### src/rtl/vec_intc_pkg.sv
package vec_intc_pkg;
  localparam int DATA_W = 32;
  localparam int ADDR_W = 5;
  localparam int SLOT_W = 3;

  localparam logic [SLOT_W-1:0] SLOT_STATUS = 3'd0;
  localparam logic [SLOT_W-1:0] SLOT_PEND   = 3'd1;
  localparam logic [SLOT_W-1:0] SLOT_MASK   = 3'd2;
  localparam logic [SLOT_W-1:0] SLOT_ACK    = 3'd3;
  localparam logic [SLOT_W-1:0] SLOT_SETEN  = 3'd4;
  localparam logic [SLOT_W-1:0] SLOT_CLREN  = 3'd5;
  localparam logic [SLOT_W-1:0] SLOT_VECTOR = 3'd6;
  localparam logic [SLOT_W-1:0] SLOT_MASTER = 3'd7;

  typedef struct packed {
    logic wrStatus;
    logic wrMask;
    logic wrAck;
    logic wrSetEn;
    logic wrClrEn;
    logic wrMaster;
    logic rdEn;
    logic [SLOT_W-1:0] rdSlot;
  } strobe_t;
endpackage

### src/rtl/vec_intc_ctrl.sv
module vec_intc_ctrl
  import vec_intc_pkg::*;
(
  input  logic [ADDR_W-1:0] busAddr,
  input  logic              busWe,
  input  logic              busRe,
  output strobe_t           strobe
);
  logic [SLOT_W-1:0] slot;

  // byte lanes ignored: word slot is taken from the upper address bits
  assign slot = busAddr[ADDR_W-1:2];

  always_comb begin
    strobe          = '0;
    strobe.rdEn     = busRe;
    strobe.rdSlot   = slot;
    strobe.wrStatus = busWe && (slot == SLOT_STATUS);
    strobe.wrMask   = busWe && (slot == SLOT_MASK);
    strobe.wrAck    = busWe && (slot == SLOT_ACK);
    strobe.wrSetEn  = busWe && (slot == SLOT_SETEN);
    strobe.wrClrEn  = busWe && (slot == SLOT_CLREN);
    strobe.wrMaster = busWe && (slot == SLOT_MASTER);
  end
endmodule

### src/rtl/vec_intc_lowfind.sv
module vec_intc_lowfind #(
  parameter int NUM_SRC = 32,
  localparam int IDX_W = (NUM_SRC > 1) ? $clog2(NUM_SRC) : 1
) (
  input  logic [NUM_SRC-1:0] pendVec,
  output logic               anyPend,
  output logic [IDX_W-1:0]   lowIdx
);
  logic [NUM_SRC-1:0] lowOnly;
  logic [IDX_W-1:0]   term [NUM_SRC];

  // isolate the lowest set bit, then OR together the index of that one bit
  assign lowOnly = pendVec & (~pendVec + 1'b1);
  assign anyPend = |pendVec;

  for (genvar i = 0; i < NUM_SRC; i++) begin : g_term
    assign term[i] = lowOnly[i] ? IDX_W'(i) : '0;
  end

  always_comb begin
    lowIdx = '0;
    for (int i = 0; i < NUM_SRC; i++) lowIdx = lowIdx | term[i];
  end
endmodule

### src/rtl/vec_intc_dp.sv
module vec_intc_dp
  import vec_intc_pkg::*;
#(
  parameter int NUM_SRC = 32
) (
  input  logic               clk,
  input  logic               rst,
  input  strobe_t            strobe,
  input  logic [DATA_W-1:0]  busWdata,
  input  logic [NUM_SRC-1:0] irqIn,
  output logic [DATA_W-1:0]  busRdata,
  output logic               irqOut,
  output logic [NUM_SRC-1:0] statusQ,
  output logic [NUM_SRC-1:0] maskQ,
  output logic [1:0]         masterQ,
  output logic [DATA_W-1:0]  vectorVal
);
  localparam int IDX_W = (NUM_SRC > 1) ? $clog2(NUM_SRC) : 1;

  logic [NUM_SRC-1:0] wdSrc;
  logic [NUM_SRC-1:0] pendVec;
  logic [NUM_SRC-1:0] hwSet, swSet, ackClr;
  logic [IDX_W-1:0]   lowIdx;
  logic               anyPend;
  logic               hwCapture, outEnable;

  assign wdSrc     = busWdata[NUM_SRC-1:0];
  assign outEnable = masterQ[0];
  assign hwCapture = masterQ[1];
  assign hwSet     = hwCapture ? irqIn : '0;
  assign swSet     = (strobe.wrStatus && !hwCapture) ? wdSrc : '0;
  assign ackClr    = strobe.wrAck ? wdSrc : '0;

  // clear first, then set: a line still high after acknowledge is recaptured
  always_ff @(posedge clk) begin
    if (rst) statusQ <= '0;
    else     statusQ <= (statusQ & ~ackClr) | hwSet | swSet;
  end

  always_ff @(posedge clk) begin
    if (rst)                 maskQ <= '0;
    else if (strobe.wrMask)  maskQ <= wdSrc;
    else if (strobe.wrSetEn) maskQ <= maskQ | wdSrc;
    else if (strobe.wrClrEn) maskQ <= maskQ & ~wdSrc;
  end

  always_ff @(posedge clk) begin
    if (rst)                  masterQ <= '0;
    else if (strobe.wrMaster) masterQ <= busWdata[1:0];
  end

  assign pendVec = statusQ & maskQ;

  vec_intc_lowfind #(.NUM_SRC(NUM_SRC)) u_lowfind (
    .pendVec (pendVec),
    .anyPend (anyPend),
    .lowIdx  (lowIdx)
  );

  assign vectorVal = anyPend ? DATA_W'(lowIdx) : '1;
  assign irqOut    = outEnable && anyPend;

  always_comb begin
    busRdata = '0;
    if (strobe.rdEn) begin
      unique case (strobe.rdSlot)
        SLOT_STATUS: busRdata = DATA_W'(statusQ);
        SLOT_PEND:   busRdata = DATA_W'(pendVec);
        SLOT_MASK:   busRdata = DATA_W'(maskQ);
        SLOT_VECTOR: busRdata = vectorVal;
        SLOT_MASTER: busRdata = DATA_W'(masterQ);
        default:     busRdata = '0;
      endcase
    end
  end
endmodule

### src/rtl/vec_intc.sv
module vec_intc
  import vec_intc_pkg::*;
#(
  parameter int NUM_SRC = 32
) (
  input  logic               clk,
  input  logic               rst,
  input  logic [NUM_SRC-1:0] irqIn,
  input  logic [4:0]         busAddr,
  input  logic [31:0]        busWdata,
  input  logic               busWe,
  input  logic               busRe,
  output logic [31:0]        busRdata,
  output logic               irqOut
);
  strobe_t            strobe;
  logic [NUM_SRC-1:0] statusQ, maskQ;
  logic [1:0]         masterQ;
  logic [DATA_W-1:0]  vectorVal;

  vec_intc_ctrl u_ctrl (
    .busAddr (busAddr),
    .busWe   (busWe),
    .busRe   (busRe),
    .strobe  (strobe)
  );

  vec_intc_dp #(.NUM_SRC(NUM_SRC)) u_dp (
    .clk       (clk),
    .rst       (rst),
    .strobe    (strobe),
    .busWdata  (busWdata),
    .irqIn     (irqIn),
    .busRdata  (busRdata),
    .irqOut    (irqOut),
    .statusQ   (statusQ),
    .maskQ     (maskQ),
    .masterQ   (masterQ),
    .vectorVal (vectorVal)
  );
endmodule

### config.mk
export PLATFORM = sky130hd
export DESIGN_NAME = vec_intc
export DESIGN_NICKNAME = d
export VERILOG_FILES = /design/src/rtl/vec_intc_pkg.sv /design/src/rtl/vec_intc_ctrl.sv /design/src/rtl/vec_intc_lowfind.sv /design/src/rtl/vec_intc_dp.sv /design/src/rtl/vec_intc.sv
export SDC_FILE = /design/constraint.sdc
export NUM_CORES = 1
export LEC_CHECK = 0
export BUFFER_PORTS_ARGS = -buffer_cell sky130_fd_sc_hd__buf_4
export CAP_MARGIN = 0
export CORE_MARGIN = 2
export CORE_UTILIZATION = 47
export CTS_CLUSTER_DIAMETER = 100
export DETAILED_ROUTE_END_ITERATION = 16
export PLACE_DENSITY = 0.71
export SETUP_SLACK_MARGIN = 0.4
export SLEW_MARGIN = 30
export SYNTH_ARGS = -nofsm -noshare
export SYNTH_HDL_FRONTEND = slang
export SYNTH_SLANG_ARGS = --single-unit
### constraint.sdc
create_clock -name clk -period 3.5 [get_ports clk]
set_input_delay 0.175 -clock clk [delete_from_list [all_inputs] [get_ports clk]]
set_output_delay 0.175 -clock clk [all_outputs]
set_load 0.02 [all_outputs]
==> flow_summary.toml, run 1 <==
[hold_path]
hold_class = "in -> reg"

[critical_path]
worstSetupPathType = "reg -> out"
startpoint_type = "flip-flop"
end_kind = "output port"
crit_arrival_ns = 2.70
crit_required_ns = 3.32
rrSetupSlack_ns = 1.90
cp_max_fo = 15

[global_routing]
gr-total-overflow = 0
grt_pass1_wl_um = 23300
grt_pass1_vias = 4669
grt.total_usage = 0.279
grt_max_degree = 67
antenna_found_initial = 0

[route]
via_count = 5173
drt_iter0_drc = 516
wl_per_cell_um = 17.0
antenna_left = 0
drt_wl_total_um = 14500
dr.pass1.iters = 6
via_per_inst = 6.06
route.detailed.drc = 0

[cells_and_area]
syn_to_final_growth_pct = 23.1
nNetsFinal = 794
stdcell_area_mm2 = 0.00555
layout.cells.non_filler = 854
num-fill-cells = 909
drive_above_1_share = 0.206
antenna_cells = 0

[logic_synthesis]
seq_area_frac_synth = 0.293
synthDistinctLibCells = 49
synth_seq_cells = 66
synth_edf_count = 0
synth_area_leaders = "dfxtp_1 29%, nor2_1 8.8%, a21oi_1 8.0%, nand2_1 7.8%, a222oi_1 7.5%"
syn_area_mm2 = 0.00451
synth_nets = 715
yosys_warnings = 0
syn_inst = 642
synth_area_per_cell_um2 = 7.02
synth_flop_cell = "dfxtp_1"
synth_area_leader_cell = "dfxtp_1"
netlist.area_leader.share = 0.293
synthArstFlopShare = 0

[floorplanning]
ios = 106
fp.coreArea_mm2 = 0.00928
die_y_um = 102
dieArea_mm2 = 0.0104
die-width_um = 102
rows = 35
initial_core_util = 0.486

[pwr]
power.density_mw_per_mm2 = 321
peakVddDrop_v = 0.000159
leakage_nw = 2.15

[clock_network]
post-cts-setup-buffers = 0
cts_resized = 0
cts.path.max_buffers = 2
clock-sinks = 66
cts_hold_buf = 0
clock_latency_ns = 0.35
cts_tree = "built"
htreeDepth = 3
cts.clk_slew.worst_paths_ns = 0.08
cts_buffers = 9
cts_root_buf = "clkbuf_8"

[sta]
setup-violations-final = 0
tightestPinTransition_ns = 0.738
min_period_over_period = 0.821
maxSlewViolCount = 0
layout_setup_ws_ns = 0.628
slew_headroom = 0.508
rsz0062_at_grt = "false"
tns_ns = 0
clock_skew_ns = 0.00705
timing.final.hold_violations = 0
timing.final.crit_period_ns = 2.87
max_freq_mhz = 348

[flow_run]
max_cap_violations = 0

[place]
hpwl_um = 9670
placedInstanceArea_mm2 = 0.00537
place_ws_ns = 1.05
gp_congestion = 0.912
dp.cells = 839
io_buffers = 103

[status]
status = "finished clean"
[report_power, final]
group	leakage (nW)	total [mW]	switching, mW	internal [mW]
registers	0.536	0.814	0.0361	0.778
logic	1.52	0.324	0.185	0.139
clock network	0.0962	0.645	0.302	0.343
total	2.15	1.78	0.523	1.26
[final cells by class]
cell class | count | area [µm²] | share of cell area
clock inverters | 3 | 40.0 | 0.00721
clock buffers | 12 | 145 | 0.0261
multi-input cells | 521 | 2990 | 0.538
inverters | 7 | 26.3 | 0.00473
flip-flops and latches | 66 | 1320 | 0.238
well taps | 129 | 161 | 0.0291
repair buffers | 116 | 871 | 0.157
[cells in the mapped netlist (all sizes together) (2+ instances only)]
| cell type | count |
|---|---|
| nor2 | 106 |
| nand2 | 94 |
| a21oi | 72 |
| dfxtp | 66 |
| a22oi | 46 |
| clkbuf | 42 |
| o21ai | 41 |
| a222oi | 34 |
| nor2b | 31 |
| o21a | 27 |
| nand3 | 13 |
| nand4 | 10 |
| inv | 7 |
| nor3 | 7 |
| and3 | 6 |
| buf | 6 |
| a31oi | 4 |
| nand2b | 3 |
| a22o | 2 |
| a311oi | 2 |
| and2 | 2 |
| mux2i | 2 |
| o31ai | 2 |
[critical path, cell delays in order, from the launching register on]
cell and delay [ns]:
dfxtp_1 0.36, a22oi_2 0.32, and4_1 0.31, nor4b_4 0.41
nand4_2 0.20, nor3_4 0.17, buf_4 0.24, o21a_1 0.18
buf_4 0.14
[cell families (layout without fill, tap and decap cells)]
logic type,after synthesis,count (layout),share of synthesized area
and+or+nand+nor,276,276,0.279
AOI/OAI and AO/OA,243,243,0.374
DFF,66,66,0.293
buffers and inverters,55,138,0.0491
muxes,2,2,0.00444
[layout by cell type (no fill, tap or decap), types with 8 or more instances in the layout]
cell and instances:
o21ai_1 20, nand2_1 94, a22oi_1 40, nor2_1 103, nor2b_1 30, o21ai_0 20
a21oi_1 72, clkbuf_8 10, a222oi_1 34, o21a_1 27, dfxtp_1 66, buf_4 116
nand4_1 8, nand3_1 12
[path summary, 6_finish.rpt]
path | from | to | cells past startpoint
worst max-delay path | u_dp.statusQ[17] | busRdata[18] | 8
worst min-delay path | irqIn[7] | u_dp.statusQ[7] | 3
worst max register to register | u_dp.masterQ[1] | u_dp.statusQ[10] | 5
worst min register to register | flip-flop | flip-flop | 2
[metrics by stage]
step | hold slack [ns] | power, mW | utilization
after floorplan | 0.319 | 0.997 | -
after global placement | 0.437 | 1.14 | 0.578
after detailed placement | 0.448 | 1.15 | 0.578
after CTS | 0.0806 | 1.78 | 0.598
after global routing | 0.0915 | 1.86 | 0.598
final | 0.0812 | 1.78 | 0.598
[metal layers]
metal	track usage	wire length [µm]	vias to the layer above
li1	-	-	2522
met1	0.372	6250	2403
met2	0.472	6910	231
met3	0.0458	1170	17
met4	0.0728	197	0
met5	0	0	-
Power figures use the tool's default switching activity.
==> run 2, diff against run 1 <==
--- a/config.mk
+++ b/config.mk
@@ -11,7 +11,7 @@
 export CORE_UTILIZATION = 47
 export CTS_CLUSTER_DIAMETER = 100
 export DETAILED_ROUTE_END_ITERATION = 16
-export PLACE_DENSITY = 0.71
+export PLACE_DENSITY = 0.74
 export SETUP_SLACK_MARGIN = 0.4
 export SLEW_MARGIN = 30
 export SYNTH_ARGS = -nofsm -noshare
==> constraint.sdc (replaced) <==
create_clock -name clk -period 2.5 [get_ports clk]
set_input_delay 0.125 -clock clk [delete_from_list [all_inputs] [get_ports clk]]
set_output_delay 0.125 -clock clk [all_outputs]
set_load 0.02 [all_outputs]
==> flow_summary.toml, run 2 (synthesized netlist as in run 1, its figures left out) <==
[status]
status = "finished, violations left"
violations = "negative setup slack"

[route]
dr.pass1.iters = 9
route.detailed.drc = 0
drt_iter0_drc = 654
drt_wl_total_um = 16200
via_count = 5573
wl_per_cell_um = 18.3
via_per_inst = 6.28
antenna_left = 0

[clock_network]
cts_root_buf = "clkbuf_8"
cts.clk_slew.worst_paths_ns = 0.07
cts_buffers = 9
cts_hold_buf = 0
clock-sinks = 66
cts_tree = "built"
htreeDepth = 3
cts.path.max_buffers = 2
clock_latency_ns = 0.35

[global_routing]
grt_pass1_vias = 5150
grt_pass1_wl_um = 25400
grt.total_usage = 0.309
met1_usage = 0.385
grt_util_met2 = 0.523
antenna_found_initial = 0
grt_max_degree = 67
grt.busiest_layer = "met2"
met3_usage = 0.0527
gr-total-overflow = 0

[critical_path]
crit_required_ns = 2.38
worstSetupPathType = "reg -> out"
end_kind = "output port"
ff2ff_path_depth = 4
r2r-end = "u_dp.statusQ[27]"
startpoint_type = "flip-flop"
timing.rr.start = "u_dp.masterQ[1]"
crit_arrival_ns = 2.42
cp_max_fo = 2
rrSetupSlack_ns = 1.09

[sta]
slew_headroom = 0.510
tightestPinTransition_ns = 0.736
min_period_over_period = 1.02
layout_setup_ws_ns = -0.0499
timing.final.hold_violations = 0
setup-violations-final = 21
rsz0062_at_grt = "true"
clock_skew_ns = 0.00999
maxSlewViolCount = 0
timing.final.crit_period_ns = 2.55
whs_ns = 0.0345
max_freq_mhz = 392

[floorplanning]
dieArea_mm2 = 0.0104
ios = 106
initial_core_util = 0.486
fp.coreArea_mm2 = 0.00928
rows = 35
die-width_um = 102
die_y_um = 102

[place]
hpwl_um = 10200
gp_congestion = 0.947
place_ws_ns = 0.147
io_buffers = 103
dp.cells = 848

[pwr]
leakage_nw = 2.40
power.density_mw_per_mm2 = 417
peakVddDrop_v = 0.000280

[hold_path]
hold_class = "in -> reg"
whs_endpoint = "u_dp.statusQ[17]"
worstHoldStart = "irqIn[17]"
min_path_cells = 3

[flow_run]
max_cap_violations = 0

[cells_and_area]
antenna_cells = 0
syn_to_final_growth_pct = 36.4
layout.cells.non_filler = 887
drive_above_1_share = 0.310
nNetsFinal = 827
final_cell_mix = "115 x buf_4, 103 x nor2_1, 94 x nand2_1"
layout_commonest_cell = "buf_4"
==> run 2: through the flow <==
| stage | power (mW) | util | TNS (ns) | cell area, µm² |
|---|---|---|---|---|
| 4_1_cts | 2.54 | 0.651 | -0.685 | 6050 |
| 5_1_grt | 2.66 | 0.662 | -2.98 | 6150 |
| 2_1_floorplan | 1.40 | - | 0 | 4530 |
| 3_3_place_gp | 1.61 | 0.589 | 0 | 5470 |
| 6_report | 2.56 | 0.662 | -0.434 | 6150 |
| 3_5_place_dp | 1.63 | 0.589 | 0 | 5470 |
==> run 2: per-layer routing <==
| metal | part of all wire | vias up |
|---|---|---|
| met5 | 0 | - |
| met4 | 0.031 | 0 |
| met3 | 0.093 | 48 |
| met2 | 0.48 | 313 |
| met1 | 0.40 | 2616 |
| li1 | - | 2596 |
==> run 2: worst max path at each step <==
stage	start	slack [ns]	depth (start not counted)	end
after floorplan	u_dp.statusQ[13]	0.38	7	busRdata[11]
after global placement	u_dp.statusQ[3]	0.21	8	busRdata[15]
after detailed placement	u_dp.statusQ[3]	0.15	8	busRdata[10]
after CTS	flip-flop	-0.05	10	busRdata[6]
after global routing	flip-flop	-0.12	10	busRdata[6]
final	flip-flop	-0.05	9	busRdata[1]
==> run 2: where the power goes <==
part	switching [mW]	internal, mW	total, mW
Clock	0.416	0.480	0.896
Combinational	0.291	0.235	0.526
Sequential	0.0496	1.09	1.14
Total	0.756	1.81	2.56
==> run 2: final cells by class <==
type                    instances  area, µm²
clock buffers                  12        145
fillers                       829       3130
inverters                       7       26.3
repair buffers                149       1270
flip-flops and latches         66       1340
multi-input cells             521       3160
clock inverters                 3       40.0
well taps                     129        161
==> run 2: repair_timing <==
item                       in CTS  in global routing
setup buffers                  17                  6
gates resized for setup        59                 20
pin swaps                      24                 15
setup endpoints to repair      33                 33
gates cloned                    1                  0
==> run 2: critical path: stages (launching register included) <==
cell	delay, ns
dfxtp_4	0.35
a22oi_2	0.26
nand3_2	0.16
buf_4	0.18
buf_4	0.14
nor3_4	0.21
o21ai_0	0.15
and3_1	0.18
a311oi_2	0.25
buf_4	0.20
==> run 3, diff against run 2 <==
==> constraint.sdc (replaced) <==
create_clock -name clk -period 2.1 [get_ports clk]
set_input_delay 0.105 -clock clk [delete_from_list [all_inputs] [get_ports clk]]
set_output_delay 0.105 -clock clk [all_outputs]
set_load 0.02 [all_outputs]
==> flow_summary.toml, run 3 (synthesized netlist as in run 1, its figures left out) <==
[route]
antenna_left = 0
via_per_inst = 6.11
route.detailed.drc = 0
via_count = 5632
drt_iter0_drc = 634
wl_per_cell_um = 17.8
drt_wl_total_um = 16400
dr.pass1.iters = 7

[floorplanning]
die-width_um = 102
fp.coreArea_mm2 = 0.00928
dieArea_mm2 = 0.0104
die_y_um = 102
rows = 35
ios = 106
initial_core_util = 0.486

[cells_and_area]
multi_input_area_mm2 = 0.00327
final_cell_mix = "141 x buf_4, 103 x nor2_1, 93 x nand2_1"
layout.cells.non_filler = 922
nNetsFinal = 863
seq_area_mm2 = 0.00133
num-fill-cells = 763
antenna_cells = 0
layout_commonest_cell = "buf_4"
syn_to_final_growth_pct = 44.7
final_util = 0.703
stdcell_area_mm2 = 0.00653
drive_above_1_share = 0.343

[global_routing]
grt_max_degree = 67
gr-total-overflow = 0
grt_pass1_vias = 5307
antenna_found_initial = 0
grt_pass1_wl_um = 26400
grt.total_usage = 0.319

[pwr]
leakage_nw = 2.61
peakVddDrop_v = 0.000509
power.density_mw_per_mm2 = 457
power_mw = 2.98

[place]
placedInstanceArea_mm2 = 0.00599
dp.cells = 899
hpwl_um = 11000
gp_congestion = 0.964
io_buffers = 103

[status]
status = "finished, violations left"
violations = "negative setup slack"

[clock_network]
cts_hold_buf = 0
cts_tree = "built"
cts_root_buf = "clkbuf_8"
htreeDepth = 3
cts.path.max_buffers = 2
clock_latency_ns = 0.36
cts.clk_slew.worst_paths_ns = 0.08
cts_buffers = 9
clock-sinks = 66

[sta]
setup-violations-final = 33
clock_skew_ns = 0.00775
rsz0062_at_grt = "true"
whs_ns = 0.00728
min_period_over_period = 1.16
maxSlewViolCount = 0
timing.final.hold_violations = 0
layout_setup_ws_ns = -0.334
tightestPinTransition_ns = 0.747
timing.final.crit_period_ns = 2.43
slew_headroom = 0.502
max_freq_mhz = 411

[critical_path]
endpoint = "busRdata[17]"
cp_max_fo = 8
rrSetupSlack_ns = 0.78
worstSetupPathType = "reg -> out"
crit_required_ns = 2.00
crit_arrival_ns = 2.33
ff2ff_path_depth = 4
end_kind = "output port"
timing.rr.start = "u_dp.masterQ[1]"
r2r-end = "u_dp.statusQ[11]"
startpoint_type = "flip-flop"

[hold_path]
hold_class = "in -> reg"

[flow_run]
max_cap_violations = 0
[run 3: cell count changes in the layout (fill, tap and decap cells not counted), moves of 3 or more]
cell,change
buf_6,+8
buf_4,+26
dfxtp_1,+9
o21a_4,+10
o21a_2,-3
a31oi_2,-3
a31oi_4,+3
dfxtp_2,-8
o21a_1,-7
[run 3: worst max-delay path: stages (launching register included)]
cell	delay, ns
dfxtp_2	0.35
a22oi_4	0.25
nand4_4	0.13
nor4b_4	0.35
nand4_2	0.18
nor3_4	0.18
buf_6	0.15
buf_8	0.14
o21a_2	0.13
buf_6	0.11
[run 3: through the flow]
step	setup WS (ns)	TNS (ns)
global placement	-0.0138	-0.0653
global route	-0.439	-13.15
finish	-0.334	-10.0
CTS	-0.373	-11.03
detailed placement	-0.0128	-0.0437
floorplan	0.0171	0
[run 3: worst min path at each step]
| stage | startpoint | cells past startpoint | slack (ns) | endpoint |
|---|---|---|---|---|
| after floorplan | busWdata[0] | 2 | 0.25 | u_dp.masterQ[0] |
| after global placement | irqIn[31] | 3 | 0.37 | u_dp.statusQ[31] |
| after detailed placement | irqIn[16] | 3 | 0.38 | u_dp.statusQ[16] |
| after CTS | irqIn[27] | 3 | 0.007 | u_dp.statusQ[27] |
| after global routing | irqIn[6] | 3 | 0.01 | u_dp.statusQ[6] |
| final | irqIn[27] | 3 | 0.007 | u_dp.statusQ[27] |
[run 3: cell type report]
type,count,share of cell area
flip-flops and latches,66,0.204
repair buffers,185,0.243
clock buffers,10,0.0211
inverters,7,0.00403
multi-input cells,521,0.501
clock inverters,4,0.00307
well taps,129,0.0247
[run 3: routing by layer]
layer,vias to the layer above,wire length (µm),share of wire,GRT usage
met5,-,0,0,0
met4,0,367,0.022,0.0892
met3,32,1410,0.086,0.0602
met2,288,7910,0.48,0.537
met1,2658,6720,0.41,0.418
li1,2654,-,-,-
[run 3: what timing repair did]
item,CTS,global route
endpoints found under the setup margin,33,33
gates resized for setup,62,11
cloned,0,0
pin swaps,36,6
setup buffers,5,4
[run 3: power by group]
group	internal [mW]	leakage [nW]	switching, mW	total, mW
clock	0.439	0.0875	0.498	0.937
sequential	1.30	0.538	0.0396	1.34
combinational	0.324	1.99	0.382	0.706
